<file path="config.mk">
export PLATFORM = sky130hd
export DESIGN_NAME = clkctl_keyreg
export DESIGN_NICKNAME = d
export VERILOG_FILES = /design/src/rtl/clkctl_keyreg_pkg.sv /design/src/rtl/clkctl_keyreg_dec.sv /design/src/rtl/clkctl_keyreg_lock.sv /design/src/rtl/clkctl_keyreg_ctrl.sv /design/src/rtl/clkctl_keyreg.sv
export SDC_FILE = /design/constraint.sdc
export NUM_CORES = 1
export LEC_CHECK = 0
export BUFFER_PORTS_ARGS = -buffer_cell sky130_fd_sc_hd__buf_2
export CELL_PAD_IN_SITES_DETAIL_PLACEMENT = 1
export CELL_PAD_IN_SITES_GLOBAL_PLACEMENT = 1
export CORE_MARGIN = 2
export CORE_UTILIZATION = 35
export CTS_BUF_LIST = sky130_fd_sc_hd__clkbuf_4 sky130_fd_sc_hd__clkbuf_8
export DETAILED_ROUTE_END_ITERATION = 16
export HOLD_SLACK_MARGIN = 0.02
export PLACE_DENSITY = 0.93
export SLEW_MARGIN = 20
export SYNTH_ARGS = -nofsm -noshare
export SYNTH_HDL_FRONTEND = slang
export SYNTH_SLANG_ARGS = --single-unit
</file>
<file path="constraint.sdc">
create_clock -name clk -period 3.35 [get_ports clk]
set_input_delay 0.8375 -clock clk [delete_from_list [all_inputs] [get_ports clk]]
set_output_delay 0.8375 -clock clk [all_outputs]
set_load 0.01 [all_outputs]
</file>
<file path="src/rtl/clkctl_keyreg_pkg.sv">
package clkctl_keyreg_pkg;

    localparam int BYTE_W   = 8;
    localparam int DIV_W    = 2;
    localparam int FACTOR_W = 1 << DIV_W;

    // bit positions inside the control byte
    localparam int POS_DIV_LO = 6;
    localparam int POS_RUN    = 5;
    localparam int POS_SW     = 2;
    localparam int POS_HS     = 1;
    localparam int POS_LS     = 0;

    typedef struct packed {
        logic [DIV_W-1:0] div;
        logic             run;
        logic             fast;
        logic             hs;
        logic             ls;
    } ctrl_t;

    localparam ctrl_t CTRL_RESET = '{div: '0, run: 1'b1, fast: 1'b1, hs: 1'b1, ls: 1'b1};

    function automatic logic [BYTE_W-1:0] ctrl_to_byte(input ctrl_t c);
        logic [BYTE_W-1:0] b;
        b = '0;
        b[POS_DIV_LO +: DIV_W] = c.div;
        b[POS_RUN]             = c.run;
        b[POS_SW]              = c.fast;
        b[POS_HS]              = c.hs;
        b[POS_LS]              = c.ls;
        return b;
    endfunction

    // apply a bus byte while keeping the CPU clock on a running oscillator
    function automatic ctrl_t guarded_update(input ctrl_t cur, input logic [BYTE_W-1:0] w);
        ctrl_t n;
        logic  target_on;
        n.div  = w[POS_DIV_LO +: DIV_W];
        n.run  = w[POS_RUN];
        n.hs   = cur.fast ? 1'b1 : w[POS_HS];
        n.ls   = cur.fast ? w[POS_LS] : 1'b1;
        target_on = w[POS_SW] ? n.hs : n.ls;
        n.fast = target_on ? w[POS_SW] : cur.fast;
        return n;
    endfunction

    function automatic logic [FACTOR_W-1:0] div_factor(input logic [DIV_W-1:0] code);
        logic [FACTOR_W-1:0] f;
        f = '0;
        f[code] = 1'b1;
        return f;
    endfunction

endpackage

</file>
<file path="src/rtl/clkctl_keyreg_dec.sv">
module clkctl_keyreg_dec #(
    parameter int                ADDR_W    = 4,
    parameter logic [ADDR_W-1:0] CTRL_ADDR = '0,
    parameter logic [ADDR_W-1:0] KEY_ADDR  = 1
) (
    input  logic [ADDR_W-1:0] addr,
    input  logic              we,
    output logic              ctrl_sel,
    output logic              key_sel,
    output logic              ctrl_we,
    output logic              key_we
);
    always_comb begin
        ctrl_sel = (addr == CTRL_ADDR);
        key_sel  = (addr == KEY_ADDR);
        ctrl_we  = we && ctrl_sel;
        key_we   = we && key_sel;
    end
endmodule

</file>
<file path="src/rtl/clkctl_keyreg_lock.sv">
module clkctl_keyreg_lock
    import clkctl_keyreg_pkg::*;
#(
    parameter logic [BYTE_W-1:0] UNLOCK_KEY = 8'h96
) (
    input  logic              clk,
    input  logic              rst,
    input  logic              key_we,
    input  logic [BYTE_W-1:0] wdata,
    output logic [BYTE_W-1:0] key_q,
    output logic              unlocked
);
    always_ff @(posedge clk) begin
        if (rst) begin
            key_q <= '0;
        end else if (key_we) begin
            key_q <= wdata;
        end
    end

    assign unlocked = (key_q == UNLOCK_KEY);
endmodule

</file>
<file path="src/rtl/clkctl_keyreg_ctrl.sv">
module clkctl_keyreg_ctrl
    import clkctl_keyreg_pkg::*;
(
    input  logic              clk,
    input  logic              rst,
    input  logic              ctrl_we,
    input  logic              unlocked,
    input  logic [BYTE_W-1:0] wdata,
    output ctrl_t             ctrl_q
);
    ctrl_t ctrl_d;

    always_comb begin
        ctrl_d = ctrl_q;
        if (ctrl_we && unlocked) begin
            ctrl_d = guarded_update(ctrl_q, wdata);
        end
    end

    always_ff @(posedge clk) begin
        if (rst) begin
            ctrl_q <= CTRL_RESET;
        end else begin
            ctrl_q <= ctrl_d;
        end
    end
endmodule

</file>
<file path="src/rtl/clkctl_keyreg.sv">
module clkctl_keyreg
    import clkctl_keyreg_pkg::*;
#(
    parameter int                ADDR_W     = 4,
    parameter logic [ADDR_W-1:0] CTRL_ADDR  = '0,
    parameter logic [ADDR_W-1:0] KEY_ADDR   = 1,
    parameter logic [7:0]        UNLOCK_KEY = 8'h96
) (
    input  logic              clk,
    input  logic              rst,
    input  logic [ADDR_W-1:0] bus_addr,
    input  logic              bus_we,
    input  logic [7:0]        bus_wdata,
    output logic [7:0]        bus_rdata,
    output logic [1:0]        sys_div_code,
    output logic [3:0]        sys_div_factor,
    output logic              presc_run,
    output logic              cpu_clk_fast,
    output logic              hs_osc_en,
    output logic              ls_osc_en,
    output logic              ctrl_unlocked
);
    logic              ctrl_sel, key_sel, ctrl_we, key_we;
    logic [BYTE_W-1:0] key_q;
    ctrl_t             ctrl_q;

    clkctl_keyreg_dec #(
        .ADDR_W    (ADDR_W),
        .CTRL_ADDR (CTRL_ADDR),
        .KEY_ADDR  (KEY_ADDR)
    ) u_dec (
        .addr     (bus_addr),
        .we       (bus_we),
        .ctrl_sel (ctrl_sel),
        .key_sel  (key_sel),
        .ctrl_we  (ctrl_we),
        .key_we   (key_we)
    );

    clkctl_keyreg_lock #(
        .UNLOCK_KEY (UNLOCK_KEY)
    ) u_lock (
        .clk      (clk),
        .rst      (rst),
        .key_we   (key_we),
        .wdata    (bus_wdata),
        .key_q    (key_q),
        .unlocked (ctrl_unlocked)
    );

    clkctl_keyreg_ctrl u_ctrl (
        .clk      (clk),
        .rst      (rst),
        .ctrl_we  (ctrl_we),
        .unlocked (ctrl_unlocked),
        .wdata    (bus_wdata),
        .ctrl_q   (ctrl_q)
    );

    always_comb begin
        if (ctrl_sel) begin
            bus_rdata = ctrl_to_byte(ctrl_q);
        end else if (key_sel) begin
            bus_rdata = key_q;
        end else begin
            bus_rdata = '0;
        end
    end

    assign sys_div_code   = ctrl_q.div;
    assign sys_div_factor = div_factor(ctrl_q.div);
    assign presc_run      = ctrl_q.run;
    assign cpu_clk_fast   = ctrl_q.fast;
    assign hs_osc_en      = ctrl_q.hs;
    assign ls_osc_en      = ctrl_q.ls;
endmodule

</file>
==> impl_metrics.yaml <==
outcome:
  outcome: "finished clean"
layout:
  layout-drive-gt1-share_pct: 37.17
  insertedDiodeCount: 0
  fin_area_um2: 920.9
  num-fill-cells: 261
  area_growth_pct: 30.73
  nNetsFinal: 130
floorplanning:
  die_h_um: 48.86
  num_io_pins: 34
  initial_core_util_pct: 36.65
  num_rows: 16
  chipWidth_um: 48.86
  fp.dieArea_um2: 2387
  core_area_um2: 1922
grt:
  grt_pass1_vias: 733
  grt_max_degree: 18
  grt_util_met2_pct: 32.42
  track_usage_pct: 18.47
  grt-ovfl-total: 0
  use_met1_pct: 21.07
  grt_pass1_wl_um: 3415
  grt_util_met3_pct: 3.067
  gr-max-usage-layer: "met2"
  antenna_found_initial: 0
worst_setup_path:
  cp_max_fo: 8
  r2r-start: "u_lock.key_q[5]$_SDFFE_PP0P_"
  reg2regPathDepth: 3
  start_kind: "input pin"
  critPathRequiredTime_ps: 2510
  r2r-end: "u_ctrl.ctrl_q[3]$_SDFFE_PP1P_"
  cp-end-kind: "primary output"
  cp_data_arrival_time_ps: 1870
  reg2reg_slack_ps: 2010
  crit_type: "in2out"
route:
  drc_errors: 0
  drt_iter0_markers: 8
  ant_nets: 0
  wl_um: 2026
  num_vias: 727
  vias_per_cell: 5.193
  routedWlPerCell_um: 14.47
  drtPass1Iterations: 4
power:
  powerDensity_nw_per_um2: 315.8
  p_leak_uw: 0.0004267
  max-vdd-ir-drop_uv: 204.9
sta:
  fin_setup_tns_ps: 0
  rsz0062_at_grt: "no"
  worst_pin_slew_ps: 548.8
  max_freq_ghz: 0.3693
  finalHoldViolations: 0
  min_period_ps: 2708
  layout_setup_ws_ps: 642.0
  report.final.slew_viol_count: 0
  hold_ws_ps: 473.4
  setup_viol_count_final: 0
  fin_crit_sh_pct: 80.84
  slew_headroom_pct: 63.14
  finalClockSkew_ps: 0.4616
synth:
  synth_area_leaders: "dfxtp_1 (40%), a22o_1 (7.5%), a21oi_1 (6.4%)"
  synth_top_area_cell: "dfxtp_1"
  synth_nets: 94
  synth_ff_type: "dfxtp_1"
  ys_warn_count: 0
  synth_compound_area_share_pct: 17.94
  synth-seq-area-share_pct: 39.79
  synth_simple_gate_area_share_pct: 35.17
  netlist.area_leader.share_pct: 39.79
  synth_commonest_cells: "dfxtp_1 (14), nand2_1 (11), a21oi_1 (9), nand3_1 (9), a22o_1 (6)"
  yosysMostFrequentCell: "dfxtp_1"
  synth_top_family_by_area: "simple AND/OR/NAND/NOR gates"
  netlist_area_um2: 704.4
  async_flop_share_pct: 0
  synth_edf_count: 0
  ys_seq_elements: 14
  netlist_instances: 79
  syn_avg_cell_area_um2: 8.917
  synth_cell_types: 22
  synth_fa_ha_area_share_pct: 0
  synth_xor_area_share_pct: 0
  synth_mux_area_share_pct: 4.263
clock_network:
  ctsRootBufferMaster: "clkbuf_4"
  clock_latency_ps: 270
  cts_max_level: 1
  cts_buffers: 3
  cts_tree: "yes"
  ctsResizeCount: 0
  cts_hold_buf: 0
  path_clk_slew_ps: 80
  clockBufferDepth: 2
  clock-sinks: 14
  postCtsSetupBuffers: 0
placement:
  gp_congestion: 0.7560
  hpwlAfterDp_um: 1537
  dp_slack_ps: 643.8
  placed_area_um2: 898.4
  io_buffers: 33
worst_hold_path:
  min_to: "u_lock.key_q[4]$_SDFFE_PP0P_"
  hold_depth: 2
  worstHoldStart: "u_lock.key_q[4]$_SDFFE_PP0P_"
  hp-class: "reg2reg"
job:
  cap_violations: 0
-- stage by stage --
step	power [uW]	cells	util, %
floorplan	184.4	79	-
global placement	200.7	137	46.74
detailed placement	201.7	137	46.74
CTS	294.2	140	47.92
global route	300.8	140	47.92
finish	290.8	140	47.92
-- layer usage --
metal  wire length, um  vias up
met4                22        0
met2              1108       21
met3               105        2
met5                 0        -
met1               789      348
li1                  -      356
-- sequential cells by signal, summed over array words and instances, names as in the netlist --
name	cells
u_ctrl.ctrl_q	6
u_lock.key_q	8
-- worst max path at each step --
stage                           start      endpoint  cells after the start  slack (ps)
final                     bus_addr[1]  bus_rdata[2]                      4         640
after global routing      bus_addr[1]  bus_rdata[2]                      4         600
after CTS                 bus_addr[1]  bus_rdata[2]                      4         630
after detailed placement  bus_addr[1]  bus_rdata[2]                      4         640
after global placement    bus_addr[1]  bus_rdata[2]                      4         640
after floorplan           bus_addr[1]  bus_rdata[3]                      3         860
-- layout make-up --
class	count	area [um2]	area share [%]
Multi-Input combinational cell	60	404.1	43.89
Sequential cell	14	280.3	30.43
Timing Repair Buffer	34	172.7	18.75
Tap cell	27	33.78	3.668
Clock buffer	3	22.52	2.446
Inverter	2	7.507	0.8152
-- logic make-up (layout without fill, tap and decap cells) --
logic type / after synthesis / in the layout
simple gates: 38 / 38
compound gates: 19 / 19
flops: 14 / 14
buf+inv: 5 / 39
mux: 3 / 3
-- power by group --
group,switching [uW],internal (uW)
Clock,51.6,41.6
Sequential,0.855,167
Combinational,17.4,12.0
Total,69.8,221
-- cells in the final DEF (no fill, tap or decap) --
cell type,n
a211o_1,1
a21oi_1,9
a22o_1,6
and2_1,4
and4bb_2,2
buf_2,33
buf_4,1
clkbuf_4,3
dfxtp_1,14
inv_1,2
mux2i_1,3
nand2_1,11
nand2b_1,1
nand3_1,9
nand4_4,1
nor2_1,4
nor2b_1,3
nor3_1,1
nor4_4,1
nor4b_4,1
o211ai_1,1
o21ai_1,1
o21bai_1,1
-- critical path, cell delays in order --
cell	delay, ps
buf_2	130
nor4_4	550
a22o_1	220
buf_2	130
(Power assumes the default switching activity.)
